$ cat src/rtl/egs_pkg.sv
package egs_pkg;
  localparam int NQ      = 4;
  localparam int NLQ     = NQ - 1;
  localparam int QID_W   = $clog2(NQ);
  localparam int COS_W   = 3;
  localparam int NCOS    = 1 << COS_W;
  localparam int LFSR_W  = 8;
  localparam logic [LFSR_W-1:0] LFSR_TAPS = 8'hB8;
  localparam logic [LFSR_W-1:0] LFSR_SEED = 8'h01;
  localparam int OCC_W_D  = 10;
  localparam int WT_W_D   = 4;
  localparam int PROB_W_D = 8;

  typedef enum logic {ST_IDLE, ST_BUSY} sched_st_e;
  typedef logic [QID_W-1:0] qid_t;
endpackage

$ cat src/rtl/egs_lfsr.sv
module egs_lfsr
  import egs_pkg::*;
(
  input  logic              clk_i,
  input  logic              rst_ni,
  input  logic              step_i,
  output logic [LFSR_W-1:0] value_o
);
  logic [LFSR_W-1:0] st_q;
  logic              fb;

  assign fb      = ^(st_q & LFSR_TAPS);
  assign value_o = st_q;

  always_ff @(posedge clk_i or negedge rst_ni) begin
    if (!rst_ni)     st_q <= LFSR_SEED;
    else if (step_i) st_q <= {st_q[LFSR_W-2:0], fb};
  end
endmodule

$ cat src/rtl/egs_enq_filter.sv
module egs_enq_filter
  import egs_pkg::*;
#(
  parameter int OCC_W  = OCC_W_D,
  parameter int PROB_W = PROB_W_D
)(
  input  logic                    valid_i,
  input  logic [COS_W-1:0]        cos_i,
  input  logic [NCOS*QID_W-1:0]   cos_map_i,
  input  logic [NLQ*OCC_W-1:0]    occ_i,
  input  logic [NLQ*OCC_W-1:0]    thr_lo_i,
  input  logic [NLQ*OCC_W-1:0]    thr_hi_i,
  input  logic [NLQ*PROB_W-1:0]   prob_i,
  input  logic [LFSR_W-1:0]       rnd_i,
  output qid_t                    qid_o,
  output logic                    drop_o
);
  localparam int RW = (PROB_W > LFSR_W) ? PROB_W : LFSR_W;

  logic [NLQ-1:0] verdict;

  assign qid_o = cos_map_i[int'(cos_i)*QID_W +: QID_W];

  for (genvar i = 0; i < NLQ; i++) begin : g_q
    logic [OCC_W-1:0]  occ, lo, hi;
    logic [PROB_W-1:0] pr;
    assign occ = occ_i[i*OCC_W +: OCC_W];
    assign lo  = thr_lo_i[i*OCC_W +: OCC_W];
    assign hi  = thr_hi_i[i*OCC_W +: OCC_W];
    assign pr  = prob_i[i*PROB_W +: PROB_W];
    always_comb begin
      if (occ >= hi)     verdict[i] = 1'b1;
      else if (occ < lo) verdict[i] = 1'b0;
      else               verdict[i] = RW'(rnd_i) < RW'(pr);
    end
  end

  always_comb begin
    drop_o = 1'b0;
    for (int i = 0; i < NLQ; i++)
      if (qid_o == QID_W'(i)) drop_o = valid_i & verdict[i];
  end
endmodule

$ cat src/rtl/egs_wrr.sv
module egs_wrr
  import egs_pkg::*;
#(
  parameter int WT_W = WT_W_D
)(
  input  logic                clk_i,
  input  logic                rst_ni,
  input  logic [NLQ-1:0]      ready_i,
  input  logic [NLQ*WT_W-1:0] wt_i,
  input  logic                take_i,
  output logic                pick_valid_o,
  output qid_t                pick_q_o
);
  logic [WT_W-1:0] cr_q [NLQ];
  logic [NLQ-1:0]  elig, live, cand;
  logic            reload;

  for (genvar i = 0; i < NLQ; i++) begin : g_el
    assign live[i] = ready_i[i] & (|wt_i[i*WT_W +: WT_W]);
    assign elig[i] = live[i] & (|cr_q[i]);
  end

  assign reload       = ~(|elig) & (|live);
  assign cand         = reload ? live : elig;
  assign pick_valid_o = |cand;

  always_comb begin
    pick_q_o = '0;
    for (int i = NLQ - 1; i >= 0; i--)
      if (cand[i]) pick_q_o = QID_W'(i);
  end

  for (genvar i = 0; i < NLQ; i++) begin : g_cr
    logic [WT_W-1:0] base;
    assign base = reload ? wt_i[i*WT_W +: WT_W] : cr_q[i];
    always_ff @(posedge clk_i or negedge rst_ni) begin
      if (!rst_ni) cr_q[i] <= '0;
      else if (take_i && pick_valid_o)
        cr_q[i] <= (pick_q_o == QID_W'(i)) ? base - 1'b1 : base;
    end
  end
endmodule

$ cat src/rtl/egs_sched.sv
module egs_sched
  import egs_pkg::*;
#(
  parameter int OCC_W  = OCC_W_D,
  parameter int WT_W   = WT_W_D,
  parameter int PROB_W = PROB_W_D
)(
  input  logic                  clk_i,
  input  logic                  rst_ni,
  input  logic [NCOS*QID_W-1:0] cos_map_i,
  input  logic [NLQ*WT_W-1:0]   wt_i,
  input  logic [NLQ*OCC_W-1:0]  thr_lo_i,
  input  logic [NLQ*OCC_W-1:0]  thr_hi_i,
  input  logic [NLQ*PROB_W-1:0] prob_i,
  input  logic                  enq_valid_i,
  input  logic [COS_W-1:0]      enq_cos_i,
  input  logic [NLQ*OCC_W-1:0]  occ_i,
  output logic [QID_W-1:0]      enq_qid_o,
  output logic                  enq_drop_o,
  input  logic [NQ-1:0]         q_ready_i,
  input  logic                  eop_i,
  output logic                  grant_valid_o,
  output logic [QID_W-1:0]      grant_q_o
);
  logic [LFSR_W-1:0] rnd;
  sched_st_e         st_q;
  logic              strict, lo_valid, idle, decide;
  qid_t              lo_q;

  egs_lfsr u_lfsr (
    .clk_i   (clk_i),
    .rst_ni  (rst_ni),
    .step_i  (enq_valid_i),
    .value_o (rnd)
  );

  egs_enq_filter #(.OCC_W(OCC_W), .PROB_W(PROB_W)) u_filt (
    .valid_i   (enq_valid_i),
    .cos_i     (enq_cos_i),
    .cos_map_i (cos_map_i),
    .occ_i     (occ_i),
    .thr_lo_i  (thr_lo_i),
    .thr_hi_i  (thr_hi_i),
    .prob_i    (prob_i),
    .rnd_i     (rnd),
    .qid_o     (enq_qid_o),
    .drop_o    (enq_drop_o)
  );

  assign idle   = (st_q == ST_IDLE);
  assign strict = q_ready_i[NQ-1];
  assign decide = idle & (strict | lo_valid);

  egs_wrr #(.WT_W(WT_W)) u_wrr (
    .clk_i        (clk_i),
    .rst_ni       (rst_ni),
    .ready_i      (q_ready_i[NLQ-1:0]),
    .wt_i         (wt_i),
    .take_i       (idle & ~strict),
    .pick_valid_o (lo_valid),
    .pick_q_o     (lo_q)
  );

  always_ff @(posedge clk_i or negedge rst_ni) begin
    if (!rst_ni) begin
      st_q          <= ST_IDLE;
      grant_valid_o <= 1'b0;
      grant_q_o     <= '0;
    end else begin
      grant_valid_o <= decide;
      if (decide) begin
        grant_q_o <= strict ? QID_W'(NQ-1) : lo_q;
        st_q      <= ST_BUSY;
      end else if (!idle && eop_i) begin
        st_q      <= ST_IDLE;
      end
    end
  end
endmodule

$ cat config.mk
export PLATFORM = sky130hd
export DESIGN_NAME = egs_sched
export DESIGN_NICKNAME = d
export VERILOG_FILES = /design/src/rtl/egs_pkg.sv /design/src/rtl/egs_lfsr.sv /design/src/rtl/egs_enq_filter.sv /design/src/rtl/egs_wrr.sv /design/src/rtl/egs_sched.sv
export SDC_FILE = /design/constraint.sdc
export NUM_CORES = 1
export LEC_CHECK = 0
export ABC_CLOCK_PERIOD_IN_PS = 2800
export BUFFER_PORTS_ARGS = -buffer_cell sky130_fd_sc_hd__clkbuf_2
export CAP_MARGIN = 20
export CELL_PAD_IN_SITES_DETAIL_PLACEMENT = 0
export CELL_PAD_IN_SITES_GLOBAL_PLACEMENT = 2
export CORE_UTILIZATION = 24
export DETAILED_ROUTE_END_ITERATION = 8
export PLACE_DENSITY_LB_ADDON = 0.15
export SLEW_MARGIN = 30
export SYNTH_ARGS = -nofsm -noshare
export SYNTH_HDL_FRONTEND = slang
export SYNTH_SLANG_ARGS = --single-unit
$ cat constraint.sdc
create_clock -name clk_i -period 2.8 [get_ports clk_i]
set_input_delay 0.14 -clock clk_i [delete_from_list [all_inputs] [get_ports clk_i]]
set_output_delay 0.14 -clock clk_i [all_outputs]
set_load 0.03 [all_outputs]
==> results.json <==
{
  "status": "complete, no violations",
  "critPathSlowestCell": "or4_4",
  "dp_cells": 781,
  "dpl.hpwl_mm": 9.040,
  "clock_latency_ps": 260,
  "power_density_nw_per_um2": 502.9,
  "numCtsBuffers": 3,
  "synth_flop_cell": "dfrtp_1",
  "ys_seq_area_frac": 0.1680,
  "tightest_slew_ps": 682.4,
  "grt_use_total": 0.1289,
  "p_comb_frac": 0.578,
  "synthArstFlopShare": 1.000,
  "clock-sinks": 24,
  "stdcell_count": 792,
  "holdCritPathClass": "input pin to flip-flop",
  "drive_above_1_share": 0.3421,
  "crit_arrival_ps": 2810,
  "grt_pass1_wl_mm": 15.95,
  "chipHeight_um": 124.2,
  "cap_violations": 0,
  "synth_common_cells": "inv_1 (83), ha_1 (81), a21oi_1 (25)",
  "nets": 843,
  "io_buffer_count": 158,
  "internal_power_mw": 1.455,
  "antenna_cells": 0,
  "synthSimpleGateAreaFrac": 0.1327,
  "end_kind": "flip-flop",
  "num_io_pins": 159,
  "htree_levels": 1,
  "fmax_mhz": 374.3,
  "dr_wl_met2_mm": 4.766,
  "cts-root-buf": "clkbuf_16",
  "cp_max_fo": 5,
  "syn_area_um2": 3582,
  "dr.max_layer_used": "met4",
  "fin_setup_tns_ps": 0,
  "grt_max_degree": 25,
  "die-area_um2": 15420,
  "drc": 0,
  "cpMostUsedCell": "nand2_1",
  "avgSynthCellArea_um2": 8.292,
  "syn_nets": 666,
  "fillers": 1610,
  "final.period_utilization": 0.9543,
  "p_clk_frac": 0.141,
  "wl_met1_mm": 4.769,
  "leakage_nw": 2.700,
  "max_stage_delay_ps": 560,
  "synthAdderAreaFrac": 0.2829,
  "rsz0062_at_grt": "true",
  "cts_tree": "done",
  "vias": 3676,
  "critPathTopFamily": "simple AND/OR/NAND/NOR gates",
  "synth_top_cell_by_area": "ha_1",
  "row_count": 44,
  "netlist_instances": 432,
  "synth_top_family_by_area": "adder cells",
  "area_delta_synth_final_pct": 35.24,
  "synth_xor_area_frac": 0.01467,
  "drtPass1Iterations": 6,
  "totalWireLength_mm": 10.25,
  "yosysMostFrequentCell": "inv_1",
  "vdd_drop_max_v": 0.0002796,
  "critPathBufInv": 1,
  "switching_share": 0.4027,
  "ys_types": 63,
  "power.switching_mw": 0.9811,
  "synth_warnings": 0,
  "finClkSkew_ps": 2.949,
  "finalHoldViolCount": 0,
  "coreArea_um2": 14530,
  "synth.area.mux_share": 0.07056,
  "start_kind": "flip-flop",
  "path_clk_slew_ps": 60,
  "die_w_um": 124.2,
  "antenna_found_initial": 0,
  "gp_congestion": 0.8153,
  "post_drt_wl_per_cell_um": 12.94,
  "synth_top_area_share": 0.2829,
  "cp_data_required_time_ps": 2930,
  "fin_crit_ps": 2672,
  "clock_path_buffers": 2,
  "final_antenna_net_count": 0,
  "synth_compound_area_frac": 0.2330,
  "grt-ovfl-total": 0,
  "grt_pass1_vias": 3538,
  "wl_met3_um": 682,
  "path_cells": "or4_4 > a222oi_1 > nand2_1 > buf_4 > mux2i_2 > ha_1 > nand2_1 > a2111oi_2 > nor3_1",
  "sequentialPowerShare": 0.281,
  "setup_viol": 0,
  "report.final.slew_viol_count": 0,
  "drt_iter0_markers": 166,
  "synthTopCellsByArea": "ha_1 (28%), dfrtp_1 (16%), inv_1 (8.7%)",
  "synth_edf_count": 0,
  "initial_core_util": 0.2465,
  "relSlewSlack": 0.5416,
  "viasPerCell": 4.641,
  "crit_type": "flip-flop to flip-flop",
  "synth-seq-cells": 24
}
## what timing repair did
action                                  in CTS  in global routing
endpoints found under the setup margin       0                  3
gates resized for setup                      0                  8
buffers inserted                             0                  6
hold endpoints to repair                    23                  0
hold buffers                                 1                  0
## stage by stage
| step | util | total power [mW] | setup WS, ps | hold WS, ps | instance area (um^2) |
|---|---|---|---|---|---|
| after CTS | 0.3280 | 2.398 | 37.33 | 74.48 | 4767 |
| after floorplan | - | 1.563 | 94.25 | -155.6 | 3582 |
| final | 0.3333 | 2.436 | 128.0 | 64.47 | 4845 |
| after global placement | 0.3212 | 2.013 | 116.0 | 207.1 | 4668 |
| after detailed placement | 0.3212 | 2.036 | 52.13 | 202.5 | 4668 |
| after global routing | 0.3333 | 2.702 | -86.92 | 70.03 | 4845 |
## power groups by stage
stage               Combinational, mW  Sequential, mW  Clock [mW]
floorplan                       0.911           0.652           0
global placement                 1.33           0.688           0
detailed placement               1.35           0.688           0
CTS                              1.36           0.683       0.355
global route                     1.62           0.715       0.369
finish                           1.41           0.684       0.344
## layout by cell type, fill, tap and decap left out, types with 3 or more instances in the layout
master       n
or4_1        3
mux2i_1      6
nand3_1      7
o21ai_0     14
and3_1       4
nor2_1      20
o2111ai_1    6
clkbuf_16    3
mux2_2      11
inv_1       83
xnor2_1      5
o22a_1       3
nor3_1      11
o41a_1       3
dfrtp_1     23
nand2_1     18
o41ai_1      4
a21oi_1     24
o211ai_1     3
a211oi_1     7
nor4_1       5
ha_1        80
o21a_1       3
o21ai_1      8
nand2b_1     6
a2111oi_0    3
a32o_1       3
clkbuf_2   158
a21o_1      14
buf_4       19
## final timing paths
| check | from | end | slack [ps] | cells past startpoint |
|---|---|---|---|---|
| worst max-delay path | u_wrr.cr_q[9] | u_wrr.cr_q[6] | 130 | 9 |
| worst min-delay path | eop_i | st_q | 60 | 2 |
| worst max register to register | u_wrr.cr_q[9] | u_wrr.cr_q[6] | 130 | 9 |
| worst min register to register | u_wrr.cr_q[7] | u_wrr.cr_q[7] | 490 | 1 |
| max in group asynchronous | rst_ni | u_wrr.cr_q[6] | 1970 | 2 |
| min in group asynchronous | rst_ni | u_wrr.cr_q[3] | 430 | 2 |
## registers in the layout, indices dropped and copies added, names as in the netlist
name / count
grant_q_o: 2
grant_valid_o: 1
st_q: 1
u_lfsr.value_o: 8
u_wrr.cr_q: 12
## area by class of cell
cell class / count / area [um^2] / area share
multi-input cells: 318 / 2658 / 0.5486
well taps: 184 / 230.2 / 0.04752
flip-flops and latches: 24 / 601.8 / 0.1242
repair buffers: 179 / 954.7 / 0.1971
inverters: 83 / 311.5 / 0.06431
clock buffers: 4 / 88.84 / 0.01834
## routing by layer
layer,up-vias,GRT usage
li1,1927,-
met1,1631,0.1718
met2,116,0.2276
met3,2,0.01236
met4,0,0.01860
met5,-,0
## logic make-up after synthesis
kind of cell             count (synthesis)
AO/OA/AOI/OAI                          119
AND/OR/NAND/NOR                         91
buffers and inverters                   90
adder cells (fa/ha/maj)                 81
flip-flops                              24
multiplexers                            21
XOR/XNOR                                 6
No activity file was read; power rests on OpenSTA's default activity.
